File: src/rtl/pcm_tsa_pkg.sv
package pcm_tsa_pkg;

    localparam int BYTE_W = 8;
    localparam int BIT_W  = 3;
    localparam int SLOT_W = 6;

    typedef struct packed {
        logic              run;
        logic [SLOT_W-1:0] slot;
        logic [BIT_W-1:0]  bitn;
    } frame_pos_t;

    typedef struct packed {
        logic              en;
        logic [SLOT_W-1:0] slot;
    } slot_cfg_t;

    typedef struct packed {
        logic              valid;
        logic              dir;
        logic              dly;
        logic              en;
        logic [SLOT_W-1:0] slot;
    } asg_write_t;

    typedef enum logic [1:0] {
        PR_LIVE    = 2'd0,
        PR_WAIT_CS = 2'd1,
        PR_COUNT   = 2'd2
    } port_state_e;

    // Slot used for a write: non-delayed timing pins the channel to slot 0.
    function automatic logic [SLOT_W-1:0] eff_slot(input logic dly,
                                                  input logic [SLOT_W-1:0] s);
        return dly ? s : '0;
    endfunction

    // MSB-first bit select for bit index idx of a byte.
    function automatic logic msb_first_bit(input logic [BYTE_W-1:0] w,
                                           input logic [BIT_W-1:0] idx);
        return w[~idx];
    endfunction

endpackage

File: src/rtl/tsa_edge_det.sv
module tsa_edge_det (
    input  logic clk,
    input  logic rst,
    input  logic lvl,
    output logic rise,
    output logic fall
);
    logic lvl_q;

    always_ff @(posedge clk) begin
        if (rst) lvl_q <= 1'b0;
        else     lvl_q <= lvl;
    end

    assign rise = lvl & ~lvl_q;
    assign fall = ~lvl & lvl_q;
endmodule

File: src/rtl/tsa_frame_timer.sv
module tsa_frame_timer
    import pcm_tsa_pkg::*;
(
    input  logic       clk,
    input  logic       rst,
    input  logic       bit_rise,
    input  logic       fs,
    input  logic       dly,
    output frame_pos_t pos,
    output logic       marker
);
    localparam logic [BIT_W-1:0]  BIT_LAST  = '1;
    localparam logic [SLOT_W-1:0] SLOT_LAST = '1;

    logic fs_prev;
    logic armed;

    assign marker = bit_rise & fs & ~fs_prev;

    always_ff @(posedge clk) begin
        if (rst) begin
            fs_prev <= 1'b0;
            armed   <= 1'b0;
            pos     <= '0;
        end else if (bit_rise) begin
            fs_prev <= fs;
            if (marker) begin
                if (dly) begin
                    armed   <= 1'b1;
                    pos.run <= 1'b0;
                end else begin
                    armed    <= 1'b0;
                    pos.run  <= 1'b1;
                    pos.slot <= '0;
                    pos.bitn <= '0;
                end
            end else if (armed) begin
                armed    <= 1'b0;
                pos.run  <= 1'b1;
                pos.slot <= '0;
                pos.bitn <= '0;
            end else if (pos.run) begin
                if (pos.bitn == BIT_LAST) begin
                    pos.bitn <= '0;
                    pos.slot <= pos.slot + 1'b1;
                    if (pos.slot == SLOT_LAST) pos.run <= 1'b0;
                end else begin
                    pos.bitn <= pos.bitn + 1'b1;
                end
            end
        end
    end
endmodule

File: src/rtl/tsa_port_reg.sv
module tsa_port_reg
    import pcm_tsa_pkg::*;
#(
    parameter int MARK_N = 2
) (
    input  logic              clk,
    input  logic              rst,
    input  logic              commit,
    input  logic              w_dly,
    input  logic              w_en,
    input  logic [SLOT_W-1:0] w_slot,
    input  logic              cs_fall,
    input  logic              marker,
    output slot_cfg_t         cfg,
    output logic              dly,
    output logic              live
);
    localparam int CNT_W = (MARK_N > 2) ? $clog2(MARK_N) : 1;
    localparam logic [CNT_W-1:0] CNT_LAST = CNT_W'(MARK_N - 1);

    port_state_e     state;
    logic [CNT_W-1:0] cnt;
    slot_cfg_t       shadow;

    always_ff @(posedge clk) begin
        if (rst) begin
            state  <= PR_LIVE;
            cnt    <= '0;
            shadow <= '0;
            cfg    <= '{en: 1'b1, slot: '0};
            dly    <= 1'b0;
        end else if (commit) begin
            state       <= PR_WAIT_CS;
            shadow.en   <= w_en;
            shadow.slot <= eff_slot(w_dly, w_slot);
            dly         <= w_dly;
        end else begin
            case (state)
                PR_WAIT_CS: if (cs_fall) begin
                    state <= PR_COUNT;
                    cnt   <= '0;
                end
                PR_COUNT: if (marker) begin
                    if (cnt == CNT_LAST) begin
                        cfg   <= shadow;
                        state <= PR_LIVE;
                    end else begin
                        cnt <= cnt + 1'b1;
                    end
                end
                default: ;
            endcase
        end
    end

    assign live = (state == PR_LIVE);
endmodule

File: src/rtl/tsa_ctl_decode.sv
module tsa_ctl_decode
    import pcm_tsa_pkg::*;
#(
    parameter logic [5:0] OPCODE = 6'b101101
) (
    input  logic              clk,
    input  logic              rst,
    input  logic              cs,
    input  logic              wr,
    input  logic [BYTE_W-1:0] data,
    output asg_write_t        req,
    output logic              cs_fall
);
    logic       cs_q;
    logic [1:0] idx;
    logic       op_ok;
    logic       dir_q;
    logic       dly_q;

    always_ff @(posedge clk) begin
        if (rst) begin
            cs_q  <= 1'b0;
            idx   <= '0;
            op_ok <= 1'b0;
            dir_q <= 1'b0;
            dly_q <= 1'b0;
        end else begin
            cs_q <= cs;
            if (!cs) begin
                idx <= '0;
            end else if (wr) begin
                if (idx == 2'd0) begin
                    op_ok <= (data[7:2] == OPCODE);
                    dly_q <= data[1];
                    dir_q <= data[0];
                end
                if (idx != 2'd2) idx <= idx + 1'b1;
            end
        end
    end

    assign cs_fall   = cs_q & ~cs;
    assign req.valid = cs & wr & (idx == 2'd1) & op_ok & data[6];
    assign req.dir   = dir_q;
    assign req.dly   = dly_q;
    assign req.en    = data[7];
    assign req.slot  = data[SLOT_W-1:0];
endmodule

File: src/rtl/tsa_rx_capture.sv
module tsa_rx_capture
    import pcm_tsa_pkg::*;
(
    input  logic              clk,
    input  logic              rst,
    input  logic              bit_fall,
    input  logic              match,
    input  logic              last_bit,
    input  logic              sdi,
    output logic [BYTE_W-1:0] word,
    output logic              valid
);
    logic [BYTE_W-1:0] shreg;

    always_ff @(posedge clk) begin
        if (rst) begin
            shreg <= '0;
            word  <= '0;
            valid <= 1'b0;
        end else begin
            valid <= 1'b0;
            if (bit_fall && match) begin
                shreg <= {shreg[BYTE_W-2:0], sdi};
                if (last_bit) begin
                    word  <= {shreg[BYTE_W-2:0], sdi};
                    valid <= 1'b1;
                end
            end
        end
    end
endmodule

File: src/rtl/pcm_tsa_ctrl.sv
module pcm_tsa_ctrl
    import pcm_tsa_pkg::*;
#(
    parameter logic [5:0] OPCODE = 6'b101101,
    parameter int         MARK_N = 2
) (
    input  logic              clk,
    input  logic              rst,
    input  logic              ctl_cs,
    input  logic              ctl_wr,
    input  logic [BYTE_W-1:0] ctl_byte,
    input  logic              tx_bclk,
    input  logic              tx_fs,
    input  logic [BYTE_W-1:0] tx_word,
    output logic              tx_sdo,
    output logic              tx_oe,
    input  logic              rx_bclk,
    input  logic              rx_fs,
    input  logic              rx_sdi,
    output logic [BYTE_W-1:0] rx_word,
    output logic              rx_valid
);
    localparam int N_DIR = 2;
    localparam logic [BIT_W-1:0] BIT_LAST = '1;

    asg_write_t       req;
    logic             cs_fall;
    logic [N_DIR-1:0] bclk_v, fs_v;
    logic [N_DIR-1:0] rise_v, fall_v, marker_v, live_v, dly_v, commit_v, match_v;
    frame_pos_t       pos_v [N_DIR];
    slot_cfg_t        cfg_v [N_DIR];

    assign bclk_v = {rx_bclk, tx_bclk};
    assign fs_v   = {rx_fs, tx_fs};

    tsa_ctl_decode #(.OPCODE(OPCODE)) u_ctl (
        .clk(clk), .rst(rst), .cs(ctl_cs), .wr(ctl_wr), .data(ctl_byte),
        .req(req), .cs_fall(cs_fall)
    );

    for (genvar d = 0; d < N_DIR; d++) begin : g_dir
        assign commit_v[d] = req.valid & (req.dir == 1'(d));

        tsa_edge_det u_edge (
            .clk(clk), .rst(rst), .lvl(bclk_v[d]),
            .rise(rise_v[d]), .fall(fall_v[d])
        );

        tsa_frame_timer u_timer (
            .clk(clk), .rst(rst), .bit_rise(rise_v[d]), .fs(fs_v[d]),
            .dly(dly_v[d]), .pos(pos_v[d]), .marker(marker_v[d])
        );

        tsa_port_reg #(.MARK_N(MARK_N)) u_reg (
            .clk(clk), .rst(rst), .commit(commit_v[d]),
            .w_dly(req.dly), .w_en(req.en), .w_slot(req.slot),
            .cs_fall(cs_fall), .marker(marker_v[d]),
            .cfg(cfg_v[d]), .dly(dly_v[d]), .live(live_v[d])
        );

        assign match_v[d] = pos_v[d].run & live_v[d] & cfg_v[d].en &
                            (pos_v[d].slot == cfg_v[d].slot);
    end

    assign tx_oe  = match_v[0];
    assign tx_sdo = match_v[0] & msb_first_bit(tx_word, pos_v[0].bitn);

    tsa_rx_capture u_rx (
        .clk(clk), .rst(rst), .bit_fall(fall_v[1]), .match(match_v[1]),
        .last_bit(pos_v[1].bitn == BIT_LAST), .sdi(rx_sdi),
        .word(rx_word), .valid(rx_valid)
    );
endmodule

File: config.mk
export PLATFORM = sky130hd
export DESIGN_NAME = pcm_tsa_ctrl
export DESIGN_NICKNAME = d
export VERILOG_FILES = /design/src/rtl/pcm_tsa_pkg.sv /design/src/rtl/tsa_edge_det.sv /design/src/rtl/tsa_frame_timer.sv /design/src/rtl/tsa_port_reg.sv /design/src/rtl/tsa_ctl_decode.sv /design/src/rtl/tsa_rx_capture.sv /design/src/rtl/pcm_tsa_ctrl.sv
export SDC_FILE = /design/constraint.sdc
export NUM_CORES = 1
export LEC_CHECK = 0
export CORE_MARGIN = 10
export CORE_UTILIZATION = 55
export DETAILED_ROUTE_END_ITERATION = 6
export GPL_TIMING_DRIVEN = 0
export PLACE_DENSITY_LB_ADDON = 0.08
export SETUP_SLACK_MARGIN = 0.4
export SLEW_MARGIN = 30
export SYNTH_ARGS = -nofsm -noshare
export SYNTH_HDL_FRONTEND = slang
export SYNTH_SLANG_ARGS = --single-unit
File: constraint.sdc
create_clock -name clk -period 6.19 [get_ports clk]
set_clock_uncertainty 0.15 [all_clocks]
set_input_delay 1.238 -clock clk [delete_from_list [all_inputs] [get_ports clk]]
set_output_delay 1.238 -clock clk [all_outputs]
set_load 0.1 [all_outputs]
Word level (Yosys, flattened, before mapping)
Index checks and enable logic that the tools add are counted.

operators by class
  add/sub/neg operators = 7
  order comparisons = 1
  equal/unequal tests = 27
  multiplexer cells = 40
  bitwise gates (word level) = 32
  reductions and logical operators = 31

operator list
  kind                                                                      number
  10-bit 2-to-1 mux                                                         6
  4-bit AND reduction                                                       10
  1-bit bitwise AND                                                         21
  6-bit == test (second input constant)                                     3
  9-bit 2-to-1 mux                                                          2
  3-bit nonzero test                                                        6
  1-bit 2-to-1 mux                                                          17
  7-bit 2-to-1 mux                                                          2
  6-bit by 1-bit adder with 6-bit output (second input constant)            2
  6-bit == test                                                             2
  3-bit by 1-bit inequality test with 1-bit output (second input constant)  4
  2-bit 2-to-1 mux                                                          5
  2-bit inequality test (second input constant)                             5
  1-bit inverter                                                            10
  3-bit AND reduction                                                       3
  2-bit by 1-bit inequality test with 1-bit output (second input constant)  4
  2-bit case mux with 2 select lines                                        2
  2-bit OR reduction                                                        4
  3-bit by 1-bit adder with 3-bit output (second input constant)            2
  2-bit by 1-bit == test with 1-bit output (second input constant)          3
  3-bit == test (second input constant)                                     2
  2-bit zero test                                                           3
  3-bit 2-to-1 mux                                                          2
  6-bit 2-to-1 mux                                                          1
  other kinds (11)                                                          17

word-level totals
  flip-flop bits (word level) = 84
  input bits = 25
  output and inout port bits = 11
  logic and storage cells = 174

Logic depth before layout (Yosys ltp)
  word-level depth = 7
  depth in mapped cells = 7
  mapped depth without buffers = 6

Hierarchy
A second synthesis with hierarchy kept.

second synthesis, totals
  cell total of the unflattened synthesis = 423
  area total of the unflattened synthesis = 4087.7 sq um

modules (own cells, without submodules)
  module                               times used  cells an instance  area each (sq um)  sequential area each (sq um)
  tsa_port_reg                         2           73                 710.7              360.3
  tsa_rx_capture                       1           68                 684.4              320.3
  tsa_frame_timer at g_dir[0].u_timer  1           64                 659.4              240.2
  tsa_frame_timer at g_dir[1].u_timer  1           70                 650.6              240.2
  tsa_ctl_decode                       1           41                 364.1              120.1
  pcm_tsa_ctrl                         1           26                 230.2              0.0
  tsa_edge_det                         2           4                  38.8               20.0

Worst setup path before layout
No wires, ideal clock.

  path kind = register -> output
  start point = register g_dir[0].u_timer.pos[6] (netlist bit)
  end point = output port tx_sdo
  arrival = 5142 ps
  data required time = 4802 ps
  path slack = -340 ps
  cell stages (with the launch flop) = 6
  buffers on the path = 1
  cell sequence = dfxtp_1 -> clkbuf_1 -> xnor2_1 -> nand3_1 -> nor4_1 -> nor2b_1

on the way
  cells in the longest elaborated chain, start to end = 3

RTL lines
  element            line                  source
  start, declared    tsa_frame_timer.sv:9  output frame_pos_t pos,
  6-bit == test      pcm_tsa_ctrl.sv:62    (pos_v[d].slot == cfg_v[d].slot);
  1-bit bitwise AND  pcm_tsa_ctrl.sv:61    assign match_v[d] = pos_v[d].run & live_v[d] & cfg_v[d].en &
  via tx_oe          pcm_tsa_ctrl.sv:16    output logic tx_oe,
  1-bit bitwise AND  pcm_tsa_ctrl.sv:66    assign tx_sdo = match_v[0] & msb_first_bit(tx_word, pos_v[0].bitn);
  end, declared      pcm_tsa_ctrl.sv:15    output logic tx_sdo,

The timed path passes the listed nets, and every way through them passes these cells.

Worst setup path in the final report
  start point = input port tx_word[0]
  end point = output port tx_sdo

on the way
  cells in the longest elaborated chain, start to end = 3

RTL lines
  element                                    line                source
  start, declared                            pcm_tsa_ctrl.sv:14  input logic [BYTE_W-1:0] tx_word,
  1-bit binary-select mux with 3-bit select  pcm_tsa_pkg.sv:41   return w[~idx];
  1-bit 2-to-1 mux (implied by the code)     pcm_tsa_pkg.sv:41
  1-bit bitwise AND                          pcm_tsa_ctrl.sv:66

Every way passes these cells. The select of a mux whose other input is x is not followed.

==> results.toml <==
[status]
result_of_the_run = "finished, final reports clean"

[power_and_ir_drop]
p_sw_share_pct = 24.76
total_switching_power_w = 0.0002508
internal_power_component_w = 0.0007622
seqPwrFrac_pct = 54.1
power.density_cell_area_nw_per_um2 = 223.1
power_leakage_nw = 1.576
combPwrFrac_pct = 6.8
peakVddDrop_mv = 0.1241
power.clock.fraction_pct = 39.2

[global_routing]
grt_max_degree = 16
aggregate_global_routing_overflow = 0
grt_antenna_before_repair = 0
grt_use_total_pct = 15.99
vias_in_the_first_global_route = 3179
first_pass_grt_wire_length_um = 14700

[synth]
postSynth.asyncResetShare_pct = 0
netlist-cell-type-count = 55
sequential_area_share_after_synthesis_pct = 43.38
synthCells = 432
netlist.top_cell.by_area = "sky130_fd_sc_hd__dfxtp_1"
most_repeated_cell_in_the_gate_level_netlist_after_synthesis = "sky130_fd_sc_hd__dfxtp_1"
yosys_most_used_dff = "sky130_fd_sc_hd__dfxtp_1"
synth_largest_type_area_fraction_pct = 43.38
synth.area.top_cells = "sky130_fd_sc_hd__dfxtp_1 43%, sky130_fd_sc_hd__mux2i_1 8.8%, sky130_fd_sc_hd__nand2_1 7.4%, sky130_fd_sc_hd__a21oi_1 4.9%, sky130_fd_sc_hd__ha_1 4.8%"
synth_top_cells_by_count = "84 x sky130_fd_sc_hd__dfxtp_1, 76 x sky130_fd_sc_hd__nand2_1, 38 x sky130_fd_sc_hd__a21oi_1"
syn-mean-instance-area_um2 = 8.973
synth.cell_area_um2 = 3876
syn-num-nets = 472
number_of_enable_flip_flop_cells_after_synthesis = 0
synth.ff_latch_count = 84
synth.yosys.warnings = 0

[route]
post-route-drc-count = 0
dr_wl_met3_um = 220
wl_met1_um = 4006
drt_iter0_drc = 121
maxUsedRoutingLayer = "met4"
ant_nets = 0
detail_route.wl_per_cell_um = 14.82
avgViaCountPerCell = 5.464
vias = 3158
dr_wl_met2_um = 4218
drt_pre_antenna_iters = 4
finalWirelength_um = 8565

[placement]
detailedPlacementHpwl_um = 6467
io_buffers = 34
place_congestion = 0.8153

[final_layout]
fin_nets = 517
nFillCells = 585
ff_latch_area_um2 = 1682
layout-drive-gt1-share_pct = 7.261
flow.area_growth_from_synthesis_pct = 17.14
multi_input_area_um2 = 2028
antennaDiodeCount = 0
core_util_final_pct = 66.47

[critical_path]
r2r_end = "g_dir[0].u_timer.pos[6]"
r2r.worst_path.cells = 6
crit_path_start = "tx_word[0]"
worst_setup_path_start_kind = "input pin"
critPathArrivalTime_ns = 3.27
timing.critical_path.to_type = "primary output"
launching_point_of_the_worst_reg2reg_path = "g_dir[0].u_timer.pos[0]"
crit_path_end = "tx_sdo"
path_max_fanout = 1
r2r_setup_slk_ns = 3.99
criticalPathCategory = "in -> out"
critPathRequiredTime_ns = 4.80

[cts]
post_cts_buffers = 0
cts.path.max_buffers = 2
cts-hold-fix-buffers = 0
htreeDepth = 3
cts-buffers-inserted = 9
cts.clk_slew.worst_paths_ns = 0.09
clock_latency_ns = 0.37
cts.sinks = 84
cts_tree = "yes"
post_cts_resize_count = 0
clock-root-buffer = "sky130_fd_sc_hd__clkbuf_8"

[floorplanning]
floorplan_row_count = 30
initial_core_util_pct = 56.74
die_area_um2 = 10810
pin_count = 36
floorplan.core_area_um2 = 6832
fp.dieH_um = 104.0
dieWidth_um = 104.0

[sta]
fin_crit_sh_pct = 75.18
pins_over_slew_limit = 0
grt_setup_unrepaired = "no"
fin_hold_ws_ns = 0.3105
worst_pin_slew_ns = 0.9856
slew_headroom_pct = 34.09
endpoints_failing_setup = 0
finalCriticalPeriod_ns = 4.653
timing_hold_violations_final = 0
maxClockFrequency_mhz = 214.9
fin_setup_tns_ns = 0

[min_path]
timing.hold.worst.class = "reg -> reg"

[run]
max_cap_viol_count = 0
## routing by layer
layer / vias to the layer above / track usage [%]
met1: 1493 / 19.35
met5: - / 0
met3: 11 / 2.602
met4: 0 / 8.151
li1: 1620 / -
met2: 34 / 26.67
## flip-flops by register name, indices dropped and copies added, names as in the netlist
name	count
g_dir.u_reg.cfg	14
g_dir.u_timer.pos	20
g_dir.u_reg.shadow	14
g_dir.u_timer.fs_prev	2
g_dir.u_reg.dly	2
u_rx.shreg	7
u_ctl.idx	2
g_dir.u_timer.armed	2
u_ctl.dir_q	1
g_dir.u_edge.lvl_q	2
u_ctl.cs_q	1
u_rx.valid	1
g_dir.u_reg.state	4
u_ctl.dly_q	1
g_dir.u_reg.cnt	2
u_rx.word	8
u_ctl.op_ok	1
## logic make-up after synthesis
logic type	share of synthesized area (%)
buffers and inverters	4.455
flip-flops	43.38
XOR/XNOR	2.711
multiplexers	9.942
AO/OA/AOI/OAI	12.56
AND/OR/NAND/NOR	22.11
adder cells (fa/ha/maj)	4.842
## worst max-delay path, cell delays in order
cell and delay, ns:
sky130_fd_sc_hd__clkdlybuf4s50_1 0.40, sky130_fd_sc_hd__mux4_2 0.46, sky130_fd_sc_hd__mux2i_1 0.15, sky130_fd_sc_hd__nor2b_1 0.06, sky130_fd_sc_hd__clkdlybuf4s50_1 0.96
## how the worst min path moves through the flow
stage | from | end | slack, ns | depth (start not counted)
3_5_place_dp | u_rx.word[6] | u_rx.word[6] | 0.30 | 2
5_1_grt | g_dir[1].u_reg.shadow[3] | g_dir[1].u_reg.shadow[3] | 0.33 | 2
4_1_cts | g_dir[0].u_reg.shadow[6] | g_dir[0].u_reg.shadow[6] | 0.31 | 2
3_3_place_gp | g_dir[1].u_timer.pos[1] | g_dir[1].u_timer.pos[1] | 0.29 | 1
6_report | g_dir[0].u_reg.shadow[6] | g_dir[0].u_reg.shadow[6] | 0.31 | 2
2_1_floorplan | g_dir[1].u_timer.pos[1] | g_dir[1].u_timer.pos[1] | 0.28 | 1
## cells in the final DEF (no fill, tap or decap), drive strengths merged, types with 4 or more instances in the layout
cell | Yosys | routed
dfxtp | 84 | 84
nand2 | 76 | 76
a21oi | 38 | 38
mux2i | 34 | 34
clkdlybuf4s50 | 0 | 34
nand3 | 23 | 23
clkbuf | 13 | 23
nor2 | 20 | 20
inv | 17 | 19
ha | 15 | 15
xnor2 | 11 | 11
nor2b | 8 | 8
o21ai | 7 | 7
buf | 7 | 7
a211oi | 6 | 6
and3 | 5 | 5
nand4 | 5 | 5
nor3b | 5 | 5
nor3 | 4 | 4
## power by group through the flow
stage                     Clock, W  Combinational (W)  Sequential (W)
after floorplan                  0          0.0000391        0.000559
after global placement           0          0.0000680        0.000560
after detailed placement         0          0.0000689        0.000560
after CTS                 0.000402          0.0000691        0.000548
after global routing      0.000421          0.0000756        0.000548
final                     0.000397          0.0000688        0.000548
## metrics by stage
step / total power, W / worst slack, ns / cells / area, µm²
floorplan: 0.0005983 / 0.8616 / 432 / 3882
global placement: 0.0006282 / 1.540 / 562 / 4343
detailed placement: 0.0006293 / 1.519 / 562 / 4343
CTS: 0.001019 / 1.519 / 578 / 4541
global route: 0.001046 / 1.448 / 578 / 4541
finish: 0.001013 / 1.537 / 578 / 4541
## cell type report
class / count / share of cell area [%]
multi-input combinational: 310 / 44.67
sequential: 84 / 37.03
timing repair buffer: 34 / 7.495
clock buffer: 10 / 2.811
tap: 96 / 2.645
buffer: 21 / 2.397
clock inverter: 6 / 1.543
inverter: 17 / 1.405
No activity file was read; power rests on OpenSTA's default activity.
